===== src/rtl/vic_pkg.sv =====
package vic_pkg;
  localparam int PRIO_W = 3;
  typedef logic [PRIO_W-1:0] prio_t;

  localparam logic [6:0] A_VEC_BASE = 7'h20;
  localparam logic [6:0] A_ACK      = 7'h40;
  localparam logic [6:0] A_EOI      = 7'h41;
  localparam logic [6:0] A_ENSET    = 7'h42;
  localparam logic [6:0] A_ENCLR    = 7'h43;
  localparam logic [6:0] A_SPUR     = 7'h44;
  localparam int         CFG_EDGE_BIT = 8;
endpackage


===== src/rtl/vic_src_bank.sv =====
module vic_src_bank #(
  parameter int N_SRC = 32,
  localparam int IDX_W = $clog2(N_SRC)
) (
  input  logic             clk,
  input  logic             rst_n,
  input  logic [N_SRC-1:0] src_in,
  input  logic [N_SRC-1:0] edge_mode,
  input  logic [N_SRC-1:0] enable,
  input  logic             ack_clr,
  input  logic [IDX_W-1:0] ack_idx,
  output logic [N_SRC-1:0] pend
);
  for (genvar i = 0; i < N_SRC; i++) begin : g_src
    logic smp, prev, lat, rise, clr;
    assign rise = smp && !prev;
    assign clr  = ack_clr && (ack_idx == IDX_W'(i));

    always_ff @(posedge clk) begin
      if (!rst_n) begin
        smp  <= 1'b0;
        prev <= 1'b0;
        lat  <= 1'b0;
      end else begin
        smp  <= src_in[i];
        prev <= smp;
        if (!edge_mode[i])  lat <= 1'b0;
        else if (rise)      lat <= 1'b1;
        else if (clr)       lat <= 1'b0;
      end
    end

    assign pend[i] = enable[i] && (edge_mode[i] ? lat : smp);

    AST_EDGE_CLEARED: assert property (@(posedge clk) disable iff (!rst_n)
      (clr && !rise) |=> !lat);
  end
endmodule


===== src/rtl/vic_arbiter.sv =====
module vic_arbiter
  import vic_pkg::*;
#(
  parameter int N_SRC = 32,
  localparam int IDX_W = $clog2(N_SRC)
) (
  input  logic [N_SRC-1:0]             pend,
  input  logic [N_SRC-1:0][PRIO_W-1:0] prio,
  output logic                         any,
  output logic [IDX_W-1:0]             win_idx,
  output prio_t                        win_prio
);
  // Scan from the top index down; ">=" lets a lower index take over a tie.
  always_comb begin
    any      = 1'b0;
    win_idx  = '0;
    win_prio = '0;
    for (int i = N_SRC - 1; i >= 0; i--) begin
      if (pend[i] && (!any || prio[i] >= win_prio)) begin
        any      = 1'b1;
        win_idx  = IDX_W'(i);
        win_prio = prio[i];
      end
    end
  end
endmodule


===== src/rtl/vic_level_stack.sv =====
module vic_level_stack
  import vic_pkg::*;
#(
  parameter int DEPTH = 8,
  localparam int AW = $clog2(DEPTH),
  localparam int CW = $clog2(DEPTH + 1)
) (
  input  logic  clk,
  input  logic  rst_n,
  input  logic  push,
  input  logic  pop,
  input  prio_t push_lvl,
  output logic  empty,
  output prio_t top_lvl
);
  prio_t          mem [DEPTH];
  logic  [CW-1:0] depth;
  logic  [AW-1:0] top_idx;

  assign empty   = (depth == '0);
  assign top_idx = AW'(depth - CW'(1));
  assign top_lvl = empty ? '0 : mem[top_idx];

  always_ff @(posedge clk) begin
    if (!rst_n)                              depth <= '0;
    else if (push && depth < CW'(DEPTH))     depth <= depth + CW'(1);
    else if (pop && !empty)                  depth <= depth - CW'(1);
  end

  always_ff @(posedge clk) begin
    if (push && depth < CW'(DEPTH)) mem[AW'(depth)] <= push_lvl;
  end

  AST_NO_OVERFLOW: assert property (@(posedge clk) disable iff (!rst_n)
    push |-> (depth < CW'(DEPTH)));
  AST_EMPTY_POP_IGNORED: assert property (@(posedge clk) disable iff (!rst_n)
    (pop && !push && empty) |=> empty);
endmodule


===== src/rtl/prio_vic.sv =====
module prio_vic
  import vic_pkg::*;
#(
  parameter int N_SRC       = 32,
  parameter int STACK_DEPTH = 8,
  parameter int DATA_W      = 32,
  localparam int IDX_W = $clog2(N_SRC)
) (
  input  logic              clk,
  input  logic              rst_n,
  input  logic [N_SRC-1:0]  src_in,
  input  logic              bus_sel,
  input  logic              bus_wr,
  input  logic [6:0]        bus_addr,
  input  logic [DATA_W-1:0] bus_wdata,
  output logic [DATA_W-1:0] bus_rdata,
  output logic              irq_n
);
  logic [N_SRC-1:0][PRIO_W-1:0] cfg_prio;
  logic [N_SRC-1:0]             cfg_edge;
  logic [N_SRC-1:0]             enable;
  logic [DATA_W-1:0]            vec_mem [N_SRC];
  logic [DATA_W-1:0]            spur_vec;

  logic             wr_en, rd_en, slot_ok, cfg_hit, vec_hit;
  logic [IDX_W-1:0] slot;
  logic             ack, ack_ok, eoi, ack_clr, qualify;
  logic [N_SRC-1:0] pend;
  logic             any;
  logic [IDX_W-1:0] win_idx;
  prio_t            win_prio, stk_top;
  logic             stk_empty;

  assign wr_en   = bus_sel && bus_wr;
  assign rd_en   = bus_sel && !bus_wr;
  assign slot    = bus_addr[IDX_W-1:0];
  assign slot_ok = (int'(bus_addr[4:0]) < N_SRC);
  assign cfg_hit = wr_en && (bus_addr[6:5] == 2'b00) && slot_ok;
  assign vec_hit = wr_en && (bus_addr[6:5] == A_VEC_BASE[6:5]) && slot_ok;
  assign ack     = rd_en && (bus_addr == A_ACK);
  assign eoi     = wr_en && (bus_addr == A_EOI);

  assign qualify = any && (stk_empty || win_prio > stk_top);
  assign ack_ok  = ack && qualify;
  assign ack_clr = ack_ok && cfg_edge[win_idx];
  assign irq_n   = !qualify;

  always_ff @(posedge clk) begin
    if (!rst_n) begin
      cfg_prio <= '0;
      cfg_edge <= '0;
      enable   <= '0;
      spur_vec <= '0;
    end else if (wr_en) begin
      if (cfg_hit) begin
        cfg_prio[slot] <= bus_wdata[PRIO_W-1:0];
        cfg_edge[slot] <= bus_wdata[CFG_EDGE_BIT];
      end
      if (bus_addr == A_ENSET) enable   <= enable | bus_wdata[N_SRC-1:0];
      if (bus_addr == A_ENCLR) enable   <= enable & ~bus_wdata[N_SRC-1:0];
      if (bus_addr == A_SPUR)  spur_vec <= bus_wdata;
    end
  end

  always_ff @(posedge clk) begin
    if (vec_hit) vec_mem[slot] <= bus_wdata;
  end

  always_ff @(posedge clk) begin
    if (!rst_n)     bus_rdata <= '0;
    else if (rd_en) bus_rdata <= !ack ? '0 : (qualify ? vec_mem[win_idx] : spur_vec);
  end

  vic_src_bank #(.N_SRC(N_SRC)) u_bank (
    .clk(clk), .rst_n(rst_n), .src_in(src_in), .edge_mode(cfg_edge),
    .enable(enable), .ack_clr(ack_clr), .ack_idx(win_idx), .pend(pend)
  );

  vic_arbiter #(.N_SRC(N_SRC)) u_arb (
    .pend(pend), .prio(cfg_prio), .any(any), .win_idx(win_idx), .win_prio(win_prio)
  );

  vic_level_stack #(.DEPTH(STACK_DEPTH)) u_stk (
    .clk(clk), .rst_n(rst_n), .push(ack_ok), .pop(eoi), .push_lvl(win_prio),
    .empty(stk_empty), .top_lvl(stk_top)
  );

  AST_ACK_SETS_LEVEL: assert property (@(posedge clk) disable iff (!rst_n)
    ack_ok |=> (!stk_empty && stk_top == $past(win_prio)));
  AST_SPURIOUS_KEEPS_STACK: assert property (@(posedge clk) disable iff (!rst_n)
    (ack && !qualify) |=> (stk_empty == $past(stk_empty) && stk_top == $past(stk_top)));
  AST_REQ_HAS_SOURCE: assert property (@(posedge clk) disable iff (!rst_n)
    !irq_n |-> (pend != '0));
endmodule


===== config.mk =====
export PLATFORM = sky130hd
export DESIGN_NAME = prio_vic
export DESIGN_NICKNAME = d
export VERILOG_FILES = /design/src/rtl/vic_pkg.sv /design/src/rtl/vic_src_bank.sv /design/src/rtl/vic_arbiter.sv /design/src/rtl/vic_level_stack.sv /design/src/rtl/prio_vic.sv
export SDC_FILE = /design/constraint.sdc
export NUM_CORES = 2
export LEC_CHECK = 0
export ABC_CLOCK_PERIOD_IN_PS = 142400
export BUFFER_PORTS_ARGS = -buffer_cell sky130_fd_sc_hd__buf_2
export CELL_PAD_IN_SITES_DETAIL_PLACEMENT = 1
export CELL_PAD_IN_SITES_GLOBAL_PLACEMENT = 2
export CORE_MARGIN = 10
export CORE_UTILIZATION = 47
export DETAILED_ROUTE_END_ITERATION = 16
export GPL_TIMING_DRIVEN = 0
export PLACE_DENSITY = 0.94
export SYNTH_ARGS = -nofsm -noshare
export SYNTH_HDL_FRONTEND = slang
export SYNTH_SLANG_ARGS = --single-unit

===== constraint.sdc =====
create_clock -name clk -period 142.4 [get_ports clk]
set_clock_uncertainty 0.1 [all_clocks]
set_input_delay 28.48 -clock clk [delete_from_list [all_inputs] [get_ports clk]]
set_output_delay 28.48 -clock clk [all_outputs]
set_load 0.005 [all_outputs]

==> flow_summary.yaml <==
outcome:
  status: "finished, violations left"
  violations: "max-capacitance violations, max-slew violations"
grt:
  grt_usage: 0.335
  grt_first_pass_wirelength_mm: 344
  gr-total-overflow: 0
  antenna_found_initial: 22
  grt_pass1_vias: 49000
  grt_max_degree: 36
power_and_ir_drop:
  combPwrFrac: 0.032
  clock_power_share: 0.458
  power_frac_seq: 0.510
  p_leak_nw: 23.1
  switching_share: 0.226
  p_switching_mw: 0.191
  ir_drop_uv: 14.2
  intPower_mw: 0.657
  p_per_area_nw_per_um2: 12.4
finish:
  nets: 5608
  drive_above_1_share: 0.118
  area_growth_pct: 14.4
  stdcell_area_um2: 68200
  fin_cells: 7239
synth:
  ys_ff_latch: 1372
  async_flop_share: 0
  syn_inst: 5167
  syn_avg_cell_area_um2: 11.5
  synthesis.nets: 5316
  netlist.area_leader.share: 0.528
  yosysTopAreaCell: "edfxtp_1"
  ys_seq_area_frac: 0.637
  synth-edff-count: 1048
  synth_area_leaders: "edfxtp_1, dfxtp_1, nand2_1"
  synthFlopType: "edfxtp_1"
  yosys_warnings: 0
  syn_area_um2: 59600
  ys_types: 119
clock_network:
  cts_buffer_depth: 3
  htreeDepth: 4
  cts_resized: 0
  clk_pin_slew_ps: 60
  holdBufCountCts: 0
  cts_buffers: 146
  clk_latency_ps: 810
  cts_setup_buffers: 0
  clock-root-buffer: "clkbuf_16"
  cts_num_sinks: 1372
  cts_tree: "built"
sta:
  slew_viol_final: 12
  period_share: 0.589
  post-route-min-period_ps: 83870
  rsz0062_at_grt: "false"
  fmax_ghz: 0.0119
  hold_viol: 0
  slew_headroom: -0.0220
  setup_viol: 0
  worstMarginPinSlew_ps: 1530
  holdWs_ps: 361
  finalSetupTns_ps: 0
floorplanning:
  die_y_um: 376
  rows: 130
  die_x_um: 376
  start_util: 0.474
  dieArea_um2: 142000
  io_pins: 108
  core-area_um2: 126000
route:
  wl_met3_mm: 28.7
  ant_nets: 0
  drc: 0
  wl_per_cell_um: 33.8
  drt-met1-wl_mm: 90.2
  firstDrtPassIters: 8
  first_iter_violations: 7023
  wl_met2_mm: 108
  vias: 48200
  finalWirelength_mm: 245
  topRoutingLayerUsed: "met5"
  via_per_inst: 6.65
worst_setup_path:
  path_buf_inv: 14
  reg2reg_slack_ps: 86560
  r2r-start: "u_bank.g_src[31].smp$_SDFF_PN0_"
  max_stage_delay_ps: 1130
  critPathArrivalTime_ps: 55290
  critPathMostFrequentCell: "ha_1"
  startpoint: "u_bank.g_src[31].smp$_SDFF_PN0_"
  critPathRequiredTime_ps: 113820
  cp_top_family: "compound AO/OA/AOI/OAI gates"
  crit_path_start_kind: "register"
  worstPathMaxFanout: 10
  worst_setup_path_end_kind: "output port"
  crit_type: "register to output port"
  crit_slowest_cell: "o31ai_1"
placement:
  placed_cell_area_um2: 63400
  place_hpwl_mm: 169
  gp_congestion: 0.922
  io_buffers: 104
  dp_cells: 6961
job:
  maxCapViolCount: 1
worst_hold_path:
  min_path_type: "register to register"
  hold_start: "spur_vec[28]$_SDFFE_PN0P_"
sequential cells by signal (all words and copies together) (netlist names), named ones only:
name	cells
vec_mem	1024
cfg_prio	96
bus_rdata	32
cfg_edge	32
spur_vec	32
u_bank.g_src.lat	32
u_bank.g_src.prev	32
u_bank.g_src.smp	32
u_stk.mem	24
u_stk.depth	4
power groups by stage:
stage	Combinational, mW	Clock, mW	Sequential (mW)
floorplan	0.00981	0	0.440
global placement	0.0241	0	0.441
detailed placement	0.0255	0	0.441
CTS	0.0258	0.387	0.433
global route	0.0274	0.404	0.432
finish	0.0271	0.389	0.432
routing by layer:
layer  global-route usage  vias to the layer above
met5              0.00309                        -
met2                0.517                     3541
met3               0.0845                      981
met1                0.424                    24000
li1                     -                    19600
met4                0.202                       24
cells by family (layout without fill, tap and decap cells):
family | count (synthesis) | after routing | synth area share
muxes | 190 | 190 | 0.0346
other | 0 | 8 | 0
adders and majority gates | 76 | 76 | 0.0159
and+or+nand+nor | 2259 | 2259 | 0.170
DFF | 1372 | 1372 | 0.637
AOI/OAI and AO/OA | 908 | 908 | 0.115
buffers and inverters | 361 | 775 | 0.0278
xor gates and xnor gates | 1 | 1 | 0.000147
cell type report:
| type | instances | area (um2) |
|---|---|---|
| Antenna cell | 8 | 20.0 |
| Buffer | 287 | 1380 |
| Clock buffer | 211 | 4170 |
| Clock inverter | 59 | 668 |
| Fill cell | 13100 | 57700 |
| Inverter | 74 | 278 |
| Multi-Input combinational cell | 3434 | 20300 |
| Sequential cell | 1372 | 38000 |
| Tap cell | 1650 | 2060 |
| Timing Repair Buffer | 144 | 1420 |
synthesized netlist by cell type, types with 7 or more instances:
master	n
o21ai_1	15
a211oi_1	14
nand2_1	1296
o22ai_1	10
o31ai_1	12
a41oi_1	27
a31oi_1	88
and3_1	76
nand2b_1	78
dfxtp_1	324
o21ai_0	98
a22oi_1	11
buf_6	11
a221oi_1	9
a32oi_1	73
and2_1	90
o21a_1	19
mux2_2	39
or3_1	11
mux2_4	7
inv_1	74
a311oi_1	39
ha_1	74
nor3_1	35
a21boi_0	156
buf_2	88
o211ai_1	32
buf_1	19
or2_2	16
mux2i_1	135
a21o_1	22
o31a_1	7
nor2_1	183
nand4_1	66
o211a_1	10
clkbuf_1	140
nand3_1	312
a31o_2	7
nor4_1	7
a32o_1	21
o21ai_2	7
a21oi_1	123
buf_4	29
edfxtp_1	1048
nor2b_1	37
placed cells by master (no fill, tap or decap), types with 24 or more instances in the layout:
| cell | Yosys | final |
|---|---|---|
| inv_1 | 74 | 74 |
| mux2i_1 | 135 | 135 |
| a21boi_0 | 156 | 156 |
| nand3_1 | 312 | 312 |
| clkbuf_16 | 0 | 152 |
| nor3_1 | 35 | 35 |
| a32oi_1 | 73 | 73 |
| buf_4 | 29 | 30 |
| dfxtp_1 | 324 | 324 |
| a31oi_1 | 88 | 88 |
| nand2_1 | 1296 | 1296 |
| mux2_2 | 39 | 39 |
| nor2b_1 | 37 | 37 |
| nand4_1 | 66 | 66 |
| and3_1 | 76 | 76 |
| buf_12 | 0 | 24 |
| a21oi_1 | 123 | 123 |
| and2_1 | 90 | 90 |
| edfxtp_1 | 1048 | 1048 |
| buf_2 | 88 | 192 |
| a41oi_1 | 27 | 27 |
| ha_1 | 74 | 74 |
| a311oi_1 | 39 | 39 |
| nand2b_1 | 78 | 78 |
| nor2_1 | 183 | 151 |
| clkbuf_1 | 140 | 185 |
| o211ai_1 | 32 | 32 |
| nor2_4 | 2 | 34 |
| o21ai_0 | 98 | 97 |
stage by stage:
| stage | util | setup slack (ps) | power (mW) |
|---|---|---|---|
| floorplan | - | 70620 | 0.450 |
| global placement | 0.494 | 61610 | 0.465 |
| detailed placement | 0.503 | 60640 | 0.467 |
| CTS | 0.542 | 59620 | 0.845 |
| global route | 0.542 | 55170 | 0.864 |
| finish | 0.542 | 58530 | 0.848 |
worst reg2reg max path: cells and delay by family (launching register included):
kind                       cells  cell delay [ps]
muxes                         14             5060
and+or+nand+nor               74            15700
DFF                            1              480
adders and majority gates     34             9300
buffers and inverters         13             3610
AOI/OAI and AO/OA             84            21530
worst paths after layout:
path                                     end  cells past startpoint
hold reg to reg    spur_vec[28]$_SDFFE_PN0P_                      2
hold / removal     spur_vec[28]$_SDFFE_PN0P_                      2
setup / recovery                       irq_n                    217
setup reg to reg  bus_rdata[25]$_SDFFE_PN0P_                    219
No activity file was read; power rests on OpenSTA's default activity.
